`src/rtl/vmem_arb_pkg.sv`:
```
package vmem_arb_pkg;
  typedef enum logic [1:0] {
    ARB_HOSTPRI = 2'b00,
    ARB_INTLV   = 2'b01,
    ARB_VBLANK  = 2'b10,
    ARB_RSVD    = 2'b11
  } arb_mode_e;
endpackage

```
`src/rtl/vmem_arb_policy.sv`:
```
module vmem_arb_policy
  import vmem_arb_pkg::*;
(
  input  arb_mode_e mode_i,
  input  logic      host_req_i,
  input  logic      host_phase_i,
  input  logic      vretrace_i,
  output logic      take_host_o,
  output logic      host_wait_o
);
  always_comb begin
    take_host_o = 1'b0;
    host_wait_o = 1'b0;
    unique case (mode_i)
      ARB_INTLV: take_host_o = host_phase_i;
      ARB_VBLANK: begin
        take_host_o = host_req_i & vretrace_i;
        host_wait_o = host_req_i & ~vretrace_i;
      end
      default: take_host_o = host_req_i; // host priority and reserved
    endcase
  end
endmodule

```
`src/rtl/vmem_arb_mux_reg.sv`:
```
module vmem_arb_mux_reg #(
  parameter int ADDR_W = 14
) (
  input  logic              clk_i,
  input  logic              rst_ni,
  input  logic              take_host_i,
  input  logic              host_wait_i,
  input  logic [ADDR_W-1:0] crtc_addr_i,
  input  logic [ADDR_W-1:0] host_addr_i,
  output logic [ADDR_W-1:0] mem_addr_o,
  output logic              host_sel_o,
  output logic              host_wait_o
);
  logic [ADDR_W-1:0] addr_d;

  assign addr_d = take_host_i ? host_addr_i : crtc_addr_i;

  always_ff @(posedge clk_i or negedge rst_ni) begin
    if (!rst_ni) begin
      mem_addr_o  <= '0;
      host_sel_o  <= 1'b0;
      host_wait_o <= 1'b0;
    end else begin
      mem_addr_o  <= addr_d;
      host_sel_o  <= take_host_i;
      host_wait_o <= host_wait_i;
    end
  end

  AST_SEL_WAIT_EXCL: assert property (@(posedge clk_i) disable iff (!rst_ni)
    !(host_sel_o && host_wait_o));
endmodule

```
`src/rtl/vmem_addr_arbiter.sv`:
```
module vmem_addr_arbiter
  import vmem_arb_pkg::*;
#(
  parameter int ADDR_W = 14
) (
  input  logic              clk_i,
  input  logic              rst_ni,
  input  logic [1:0]        mode_i,
  input  logic [ADDR_W-1:0] crtc_addr_i,
  input  logic [ADDR_W-1:0] host_addr_i,
  input  logic              host_req_i,
  input  logic              host_phase_i,
  input  logic              vretrace_i,
  output logic [ADDR_W-1:0] mem_addr_o,
  output logic              host_sel_o,
  output logic              host_wait_o
);
  logic take_host;
  logic wait_req;

  vmem_arb_policy u_policy (
    .mode_i      (arb_mode_e'(mode_i)),
    .host_req_i  (host_req_i),
    .host_phase_i(host_phase_i),
    .vretrace_i  (vretrace_i),
    .take_host_o (take_host),
    .host_wait_o (wait_req)
  );

  vmem_arb_mux_reg #(.ADDR_W(ADDR_W)) u_mux_reg (
    .clk_i      (clk_i),
    .rst_ni     (rst_ni),
    .take_host_i(take_host),
    .host_wait_i(wait_req),
    .crtc_addr_i(crtc_addr_i),
    .host_addr_i(host_addr_i),
    .mem_addr_o (mem_addr_o),
    .host_sel_o (host_sel_o),
    .host_wait_o(host_wait_o)
  );

  // one cycle after reset release, so $past never reaches into reset
  logic chk_armed;
  always_ff @(posedge clk_i or negedge rst_ni) begin
    if (!rst_ni) chk_armed <= 1'b0;
    else         chk_armed <= 1'b1;
  end

  AST_HOSTPRI_GRANT: assert property (@(posedge clk_i) disable iff (!rst_ni)
    ((mode_i == 2'b00 || mode_i == 2'b11) && host_req_i) |=> host_sel_o && !host_wait_o);
  AST_INTLV_PHASE: assert property (@(posedge clk_i) disable iff (!rst_ni)
    (mode_i == 2'b01) |=> (host_sel_o == $past(host_phase_i)));
  AST_INTLV_NO_WAIT: assert property (@(posedge clk_i) disable iff (!rst_ni)
    (mode_i == 2'b01) |=> !host_wait_o);
  AST_VBL_REFUSE: assert property (@(posedge clk_i) disable iff (!rst_ni)
    (mode_i == 2'b10 && host_req_i && !vretrace_i) |=> host_wait_o && !host_sel_o);
  AST_VBL_GRANT: assert property (@(posedge clk_i) disable iff (!rst_ni)
    (mode_i == 2'b10 && host_req_i && vretrace_i) |=> host_sel_o);
  AST_HOST_ADDR: assert property (@(posedge clk_i) disable iff (!rst_ni)
    (chk_armed && host_sel_o) |-> mem_addr_o == $past(host_addr_i));
  AST_CRTC_ADDR: assert property (@(posedge clk_i) disable iff (!rst_ni)
    (chk_armed && !host_sel_o) |-> mem_addr_o == $past(crtc_addr_i));
endmodule

```
`config.mk`:
```
export PLATFORM = sky130hd
export DESIGN_NAME = vmem_addr_arbiter
export DESIGN_NICKNAME = d
export VERILOG_FILES = /design/src/rtl/vmem_arb_pkg.sv /design/src/rtl/vmem_arb_policy.sv /design/src/rtl/vmem_arb_mux_reg.sv /design/src/rtl/vmem_addr_arbiter.sv
export SDC_FILE = /design/constraint.sdc
export NUM_CORES = 1
export LEC_CHECK = 0
export CORE_ASPECT_RATIO = 1.5
export CORE_UTILIZATION = 28
export CTS_CLUSTER_SIZE = 14
export DETAILED_ROUTE_END_ITERATION = 6
export PLACE_DENSITY_LB_ADDON = 0.08
export SLEW_MARGIN = 15
export SYNTH_ARGS = -nofsm -noshare
export SYNTH_HDL_FRONTEND = slang
export SYNTH_HIERARCHICAL = 1
export SYNTH_SLANG_ARGS = --single-unit
```
`constraint.sdc`:
```
create_clock -name clk_i -period 0.8 [get_ports clk_i]
set_clock_uncertainty 0.2 [all_clocks]
set_input_delay 0.08 -clock clk_i [delete_from_list [all_inputs] [get_ports clk_i]]
set_output_delay 0.08 -clock clk_i [all_outputs]
set_load 0.01 [all_outputs]
```
* Yosys cells after proc, flatten, opt, wreduce, memory -nomap -nowiden *
Index checks and enable logic that the tools add are counted.

storage, ports and cells
  output and inout bits = 16
  register bits after elaboration = 16
  logic and storage cells = 11
  input port bits = 35

cells by class
  bitwise gates (word level) = 3
  equal/unequal tests = 2
  muxes and demuxes = 3

operators with widths
  cell                                                  count
  2-to-1 mux 14 bit                                     1
  bitwise AND 1 bit                                     2
  equality test 2 x 1 -> 1 bit (second input constant)  1
  equality test 2 bit (second input constant)           1
  case mux 1 bit (2 select lines)                       1
  2-to-1 mux 1 bit                                      1
  NOT 1 bit                                             1

* Longest topological paths before layout *
Gate-level depths: netlist (run 1).

  depth after elaboration = 3
  mapped depth = 6
  mapped depth without buffers = 5

* Cells and area by module *
The synthesis (run 1) kept the hierarchy.

by module, submodules not included
  module            sequential area each (µm²)  cells an instance  instances  area an instance (µm²)
  vmem_arb_mux_reg  400.4                       31                 1          569.3
  vmem_arb_policy   0.0                         10                 1          58.8

* Worst setup path after synthesis (run 1) *
Ideal clock, no wire load.

  path kind = input -> register
  start = input port mode_i[0]
  end = register u_mux_reg.mem_addr_o[10]
  path buffers = 1
  setup slack = -0.841 ns
  arrival = 1.316 ns
  stages on the path = 6
  required time = 0.475 ns
  setup time = 0.125 ns
  cell sequence = inv_1 -> ha_1 -> a21oi_1 -> o22ai_1 -> buf_6 -> mux2_2

on the way
  longest elaborated chain between the ends = 3
  elaborated cells between the ends (all ways) = 4

ends and longest elaborated chain
  element                                                              RTL line                 text
  from (decl)                                                          vmem_addr_arbiter.sv:8   input logic [1:0] mode_i,
  equality test 2 bit or equality test 2 x 1 -> 1 bit (tied branches)  vmem_arb_policy.sv:14    unique case (mode_i)
  case mux 1 bit (2 select lines) (*)                                  vmem_arb_policy.sv:14
  via take_host                                                        vmem_addr_arbiter.sv:18  logic take_host;
  2-to-1 mux 14 bit (*)                                                vmem_arb_mux_reg.sv:16   assign addr_d = take_host_i ? host_addr_i : crtc_addr_i;
  via u_mux_reg.addr_d[10]                                             vmem_arb_mux_reg.sv:14   logic [ADDR_W-1:0] addr_d;
  to (signal assigned)                                                 vmem_arb_mux_reg.sv:24   mem_addr_o <= addr_d;
  to (decl)                                                            vmem_arb_mux_reg.sv:10   output logic [ADDR_W-1:0] mem_addr_o,

The timed path passes the listed nets; every way through them passes the cells marked *.

* Final worst setup path (run 1) *
  start = input port mode_i[0]
  end = register u_mux_reg.mem_addr_o[2]

The elaborated chain is that of the path after synthesis.

==> results of run 1 <==
-- power by group through the flow --
stage / combinational [mW] / clock, mW / sequential [mW]
2_1_floorplan: 0.188 / 0 / 0.965
3_3_place_gp: 0.628 / 0 / 0.919
3_5_place_dp: 0.639 / 0 / 0.922
4_1_cts: 0.679 / 0.551 / 0.903
5_1_grt: 0.702 / 0.597 / 0.916
6_report: 0.655 / 0.536 / 0.907
-- stage by stage --
| step | instances | total power [mW] | worst slack, ns |
|---|---|---|---|
| floorplan | 41 | 1.153 | -0.6930 |
| global placement | 116 | 1.547 | -1.266 |
| detailed placement | 116 | 1.561 | -1.298 |
| CTS | 123 | 2.134 | -0.4638 |
| global route | 122 | 2.214 | -0.4702 |
| finish | 122 | 2.097 | -0.4461 |
-- critical path, cell delays in order --
cell     delay, ns
buf_8         0.09
inv_8         0.03
ha_4          0.27
a21oi_4       0.04
o22ai_4       0.17
buf_6         0.14
buf_12        0.11
mux2_4        0.30
-- cell families (layout without fill, tap and decap cells) --
logic type | Yosys count | after routing | synth area share, %
buffers and inverters | 4 | 63 | 3.585
and+or+nand+nor | 3 | 3 | 1.793
AOI/OAI and AO/OA | 2 | 2 | 1.793
muxes | 14 | 14 | 25.10
DFF | 16 | 16 | 63.74
adders and majority gates | 2 | 2 | 3.983
-- flip-flops by register name, indices dropped and copies added, names as in the netlist --
| name | count |
|---|---|
| u_mux_reg/host_sel_o | 1 |
| u_mux_reg/mem_addr_o | 14 |
| u_mux_reg/host_wait_o | 1 |
-- routing by layer --
metal	up-vias	routed length, um
li1	254	-
met1	252	581
met2	32	911
met3	2	178
met4	0	23
met5	-	0
-- cells in the mapped netlist --
| library cell | number |
|---|---|
| inv_1 | 3 |
| o22ai_1 | 1 |
| buf_6 | 1 |
| mux2_2 | 14 |
| nor2_1 | 1 |
| dfrtp_1 | 16 |
| ha_1 | 2 |
| a21oi_1 | 1 |
| nand2_1 | 2 |
-- layout make-up --
| cell class | count | area [um2] | area share, % |
|---|---|---|---|
| timing repair buffer | 56 | 543.0 | 41.02 |
| sequential | 16 | 400.4 | 30.25 |
| multi-input combinational | 21 | 297.8 | 22.50 |
| clock buffer | 4 | 36.28 | 2.741 |
| tap | 22 | 27.53 | 2.079 |
| inverter | 3 | 18.77 | 1.418 |
-- how the worst max path moves through the flow --
stage          startpoint  slack [ns]  cells after the start                        to
4_1_cts         mode_i[0]       -0.46                      8   u_mux_reg/mem_addr_o[5]
3_3_place_gp    mode_i[0]       -1.27                      7  u_mux_reg/mem_addr_o[12]
6_report        mode_i[0]       -0.45                      8   u_mux_reg/mem_addr_o[2]
5_1_grt         mode_i[0]       -0.47                      8  u_mux_reg/mem_addr_o[13]
3_5_place_dp    mode_i[0]       -1.30                      7  u_mux_reg/mem_addr_o[12]
2_1_floorplan   mode_i[0]       -0.69                      6  u_mux_reg/mem_addr_o[10]
-- repair_timing --
| action | in CTS | in global routing |
|---|---|---|
| pin swaps | 3 | 2 |
| cloned | 1 | 0 |
| resized for setup | 94 | 4 |
| hold endpoints to repair | 17 | 17 |
| setup endpoints to repair | 32 | 31 |
| setup buffers | 2 | 0 |
==> flow_metrics.env, run 1 <==
export IMPL_status="finished, violations left"
export IMPL_violations="negative hold slack, negative setup slack"
export IMPL_die_y_um=60.01
export IMPL_path_clk_slew_ns=0.09
export IMPL_p_sw_share_pct=23.76
export IMPL_mostFrequentLayoutCells="clkdlybuf4s50_1 (29), dfrtp_1 (16), mux2_4 (14), buf_2 (11), buf_6 (9)"
export IMPL_finalWorstSetupSlack_ns=-0.4461
export IMPL_peakVddDrop_v=0.001166
export IMPL_slew_viol_final=0
export IMPL_dieArea_um2=2440
export IMPL_use_met3_pct=3.717
export IMPL_post_synth_top_area_cell="dfrtp_1"
export IMPL_yosysUniqueCellTypes=9
export IMPL_core_area_um2=2077
export IMPL_p_comb_share_pct=31.2
export IMPL_relSlewSlack_pct=89.00
export IMPL_tightest_slew_ns=0.1651
export IMPL_cp_required_ns=0.78
export IMPL_grt_setup_unrepaired="true"
export IMPL_drive_gt1_share_pct=48.00
export IMPL_max_freq_mhz=802.5
export IMPL_wl_um=1695
export IMPL_netSwitchingPower_uw=498.3
export IMPL_layout_commonest_cell="clkdlybuf4s50_1"
export IMPL_yosysTopAreaCellShare_pct=63.75
export IMPL_yosys_warnings=6
export IMPL_synth_seq_cells=16
export IMPL_grt_pass1_vias=590
export IMPL_place_area_um2=1267
export IMPL_min_path_type="in -> async"
export IMPL_power_share_sequential_pct=43.2
export IMPL_synthCells=41
export IMPL_place_hpwl_um=1299
export IMPL_rows=20
export IMPL_clockRootBuffer="clkbuf_4"
export IMPL_ys_top_cells_by_area="dfrtp_1 (64%), mux2_2 (25%), ha_1 (4.0%)"
export IMPL_busiest_layer="met2"
export IMPL_holdWs_ns=-0.08335
export IMPL_use_met1_pct=16.59
export IMPL_layout_nets=138
export IMPL_fp_dieW_um=40.67
export IMPL_period_needed_ns=1.246
export IMPL_clock_sinks=16
export IMPL_globalRouteMet2Util_pct=29.02
export IMPL_ys_seq_area_share_pct=63.75
export IMPL_grt_overflow_total=0
export IMPL_end_kind="register"
export IMPL_synth_area_per_cell_um2=15.32
export IMPL_maxCapViolCount=0
export IMPL_finalHoldViolCount=17
export IMPL_antennaDiodeCount=0
export IMPL_clkPwrFrac_pct=25.5
export IMPL_drtIter0Drc=3
export IMPL_internal_power_mw=1.599
export IMPL_post_route_util_pct=63.73
export IMPL_period_share_pct=155.8
export IMPL_firstDrtPassIters=2
export IMPL_final_cell_area_um2=1324
export IMPL_fillers=178
export IMPL_vias=540
export IMPL_pwr_density_cell_nw_per_um2=1584
export IMPL_clockBufferDepth=2
export IMPL_viasPerCell=4.426
export IMPL_synthesis_area_um2=628.1
export IMPL_cp_arrival_ns=1.23
export IMPL_grt_pass1_wl_um=2580
export IMPL_route_detailed_drc=0
export IMPL_io_pins=51
export IMPL_cts_tree="built"
export IMPL_h_tree_depth=1
export IMPL_grt_usage_pct=16.18
export IMPL_p_leak_nw=0.6225
export IMPL_path_max_fanout=5
export IMPL_grt_max_degree=17
export IMPL_setup_violations=31
export IMPL_wire_per_inst_um=13.89
export IMPL_synthesis_nets=78
export IMPL_fin_setup_tns_ns=-10.15
export IMPL_path_class="in -> reg"
export IMPL_ant_nets=0
export IMPL_io_buffers=50
export IMPL_finalWeightedCongestion=0.5532
export IMPL_cp_start_kind="input port"
export IMPL_grt_antenna_before_repair=0
export IMPL_initial_core_util_pct=30.24
export IMPL_area_delta_synth_final_pct=110.8
export IMPL_numCtsBuffers=3
No activity file was read; power rests on OpenSTA's default activity.
==> inputs of run 2 (changes only) <==
--- a/config.mk
+++ b/config.mk
@@ -7,7 +7,6 @@
 export LEC_CHECK = 0
 export CORE_ASPECT_RATIO = 1.5
 export CORE_UTILIZATION = 28
-export CTS_CLUSTER_SIZE = 14
 export DETAILED_ROUTE_END_ITERATION = 6
 export PLACE_DENSITY_LB_ADDON = 0.08
 export SLEW_MARGIN = 15
==> constraint.sdc (replaced) <==
create_clock -name clk_i -period 0.8 [get_ports clk_i]
set_clock_uncertainty 0.2 [all_clocks]
set_input_delay 0.08 -clock clk_i [delete_from_list [all_inputs] [get_ports clk_i]]
set_output_delay 0.08 -clock clk_i [all_outputs]
set_load 0.02 [all_outputs]
==> run 2 against run 1 <==
  * The run still ends with negative hold slack, negative setup slack left
  * Critical endpoint unchanged
  * Final area increased by 5.2%
  * First-iteration DRC count unchanged
  * Wire length down 1.7%
  * Worst setup slack about the same
  * Clock power is essentially flat
  * Clock-buffer cell count stayed put
  * Non-clock buffer count is the same
  * Largest cell class unchanged
  * Sequential power up 2%
  * Via count down 0.37%
  * Critical path type unchanged
  * Sequential share of layout area down 1.5 points
  * Core utilization up 3.3 points
==> flow_metrics.env, run 2 (synthesis results as in run 1) <==
export IMPL_mostFrequentLayoutCells="clkdlybuf4s50_1 (29), buf_6 (20), dfrtp_1 (16), mux2_4 (14)"
export IMPL_grt_antenna_before_repair=0
export IMPL_layout_nets=138
export IMPL_status="finished, violations left"
export IMPL_reg_largest_list="u_mux_reg/mem_addr_o x14, u_mux_reg/host_sel_o x1, u_mux_reg/host_wait_o x1"
export IMPL_path_class="in -> reg"
export IMPL_clockBufferDepth=2
export IMPL_area_delta_synth_final_pct=121.7
export IMPL_end_kind="register"
export IMPL_grt_pass1_vias=582
export IMPL_grt_setup_unrepaired="true"
export IMPL_finalHoldViolCount=17
export IMPL_grt_max_degree=17
export IMPL_cp_start_kind="input port"
export IMPL_die_y_um=60.01
export IMPL_dieArea_um2=2440
export IMPL_tightest_slew_ns=0.1651
export IMPL_pwr_density_cell_nw_per_um2=1608
export IMPL_numCtsBuffers=3
export IMPL_setup_violations=31
export IMPL_rows=20
export IMPL_max_freq_mhz=802.5
export IMPL_period_needed_ns=1.246
export IMPL_dp_cells=116
export IMPL_cts_tree="built"
export IMPL_place_hpwl_um=1299
export IMPL_holdWs_ns=-0.08332
export IMPL_ant_nets=0
export IMPL_grt_overflow_total=0
export IMPL_clockRootBuffer="clkbuf_4"
export IMPL_io_pins=51
export IMPL_firstDrtPassIters=2
export IMPL_relSlewSlack_pct=89.00
export IMPL_route_detailed_drc=0
export IMPL_antennaDiodeCount=0
export IMPL_grt_usage_pct=15.96
export IMPL_path_clk_slew_ns=0.09
export IMPL_largest_reg_flops=14
export IMPL_grt_pass1_wl_um=2539
export IMPL_drive_gt1_share_pct=48.00
export IMPL_violations="negative hold slack, negative setup slack"
export IMPL_peakVddDrop_v=0.001193
export IMPL_layout_commonest_cell="clkdlybuf4s50_1"
export IMPL_vias=538
export IMPL_wire_per_inst_um=13.66
export IMPL_cp_arrival_ns=1.23
export IMPL_finalWeightedCongestion=0.5532
export IMPL_min_path_type="in -> async"
export IMPL_io_buffers=50
export IMPL_maxCapViolCount=0
export IMPL_clock_sinks=16
export IMPL_period_share_pct=155.8
export IMPL_finalWorstSetupSlack_ns=-0.4461
export IMPL_fp_dieW_um=40.67
export IMPL_instances_no_fill=122
export IMPL_cp_required_ns=0.78
export IMPL_p_leak_nw=0.6452
export IMPL_top_register="u_mux_reg/mem_addr_o"
export IMPL_dp_slack_ns=-1.298
export IMPL_core_area_um2=2077
export IMPL_drtIter0Drc=3
export IMPL_viasPerCell=4.410
export IMPL_wl_um=1667
export IMPL_h_tree_depth=1
export IMPL_initial_core_util_pct=30.24
export IMPL_path_max_fanout=5
export IMPL_fillers=169
export IMPL_slew_viol_final=0
[run 2: area by class of cell]
type,count,area (um2),share of cell area (%)
Clock buffer,4,36.28,2.606
Timing Repair Buffer,56,611.8,43.94
Inverter,3,18.77,1.348
Multi-Input combinational cell,21,297.8,21.38
Tap cell,22,27.53,1.977
Sequential cell,16,400.4,28.75
[run 2: timing repair]
action	in CTS	in global routing
endpoints found under the setup margin	32	31
resized for setup	124	1
cloned	1	0
pin swaps	3	2
hold endpoints to repair	17	17
buffers inserted	2	0
[run 2: worst max path at each step]
stage | to | from | cells past startpoint | slack (ns)
after floorplan | u_mux_reg/mem_addr_o[10] | mode_i[0] | 6 | -0.69
after global placement | u_mux_reg/mem_addr_o[12] | mode_i[0] | 7 | -1.27
after detailed placement | u_mux_reg/mem_addr_o[12] | mode_i[0] | 7 | -1.30
after CTS | u_mux_reg/mem_addr_o[5] | mode_i[0] | 8 | -0.46
after global routing | u_mux_reg/mem_addr_o[13] | mode_i[0] | 8 | -0.47
final | u_mux_reg/mem_addr_o[2] | mode_i[0] | 8 | -0.45
[run 2: routing by layer]
metal | GRT usage (%) | vias to the layer above | wire, um
met1 | 16.35 | 250 | 577
met2 | 28.80 | 32 | 904
li1 | - | 254 | -
met3 | 3.346 | 2 | 161
met4 | 7.143 | 0 | 23
met5 | 0 | - | 0
[run 2: where the power goes]
part / switching [mW] / internal, mW / leakage (nW)
logic: 0.277 / 0.505 / 0.435
registers: 0.0355 / 0.886 / 0.189
clock network: 0.258 / 0.277 / 0.0210
[run 2: critical path, stage by stage]
cell	delay, ns
buf_8	0.09
inv_8	0.03
ha_4	0.27
a21oi_4	0.04
o22ai_4	0.17
buf_6	0.14
buf_12	0.11
mux2_4	0.30
[run 2: stage by stage]
stage | utilization, % | total power [mW] | hold WS [ns] | setup TNS [ns] | instance area, um2
after floorplan | - | 1.214 | -0.4156 | -9.283 | 695.7
after global placement | 61.02 | 1.609 | 0.2315 | -24.87 | 1267
after detailed placement | 61.02 | 1.622 | 0.2306 | -25.43 | 1267
after CTS | 68.19 | 2.297 | -0.08647 | -11.22 | 1416
after global routing | 67.05 | 2.358 | -0.08916 | -11.31 | 1393
final | 67.05 | 2.239 | -0.08332 | -10.34 | 1393
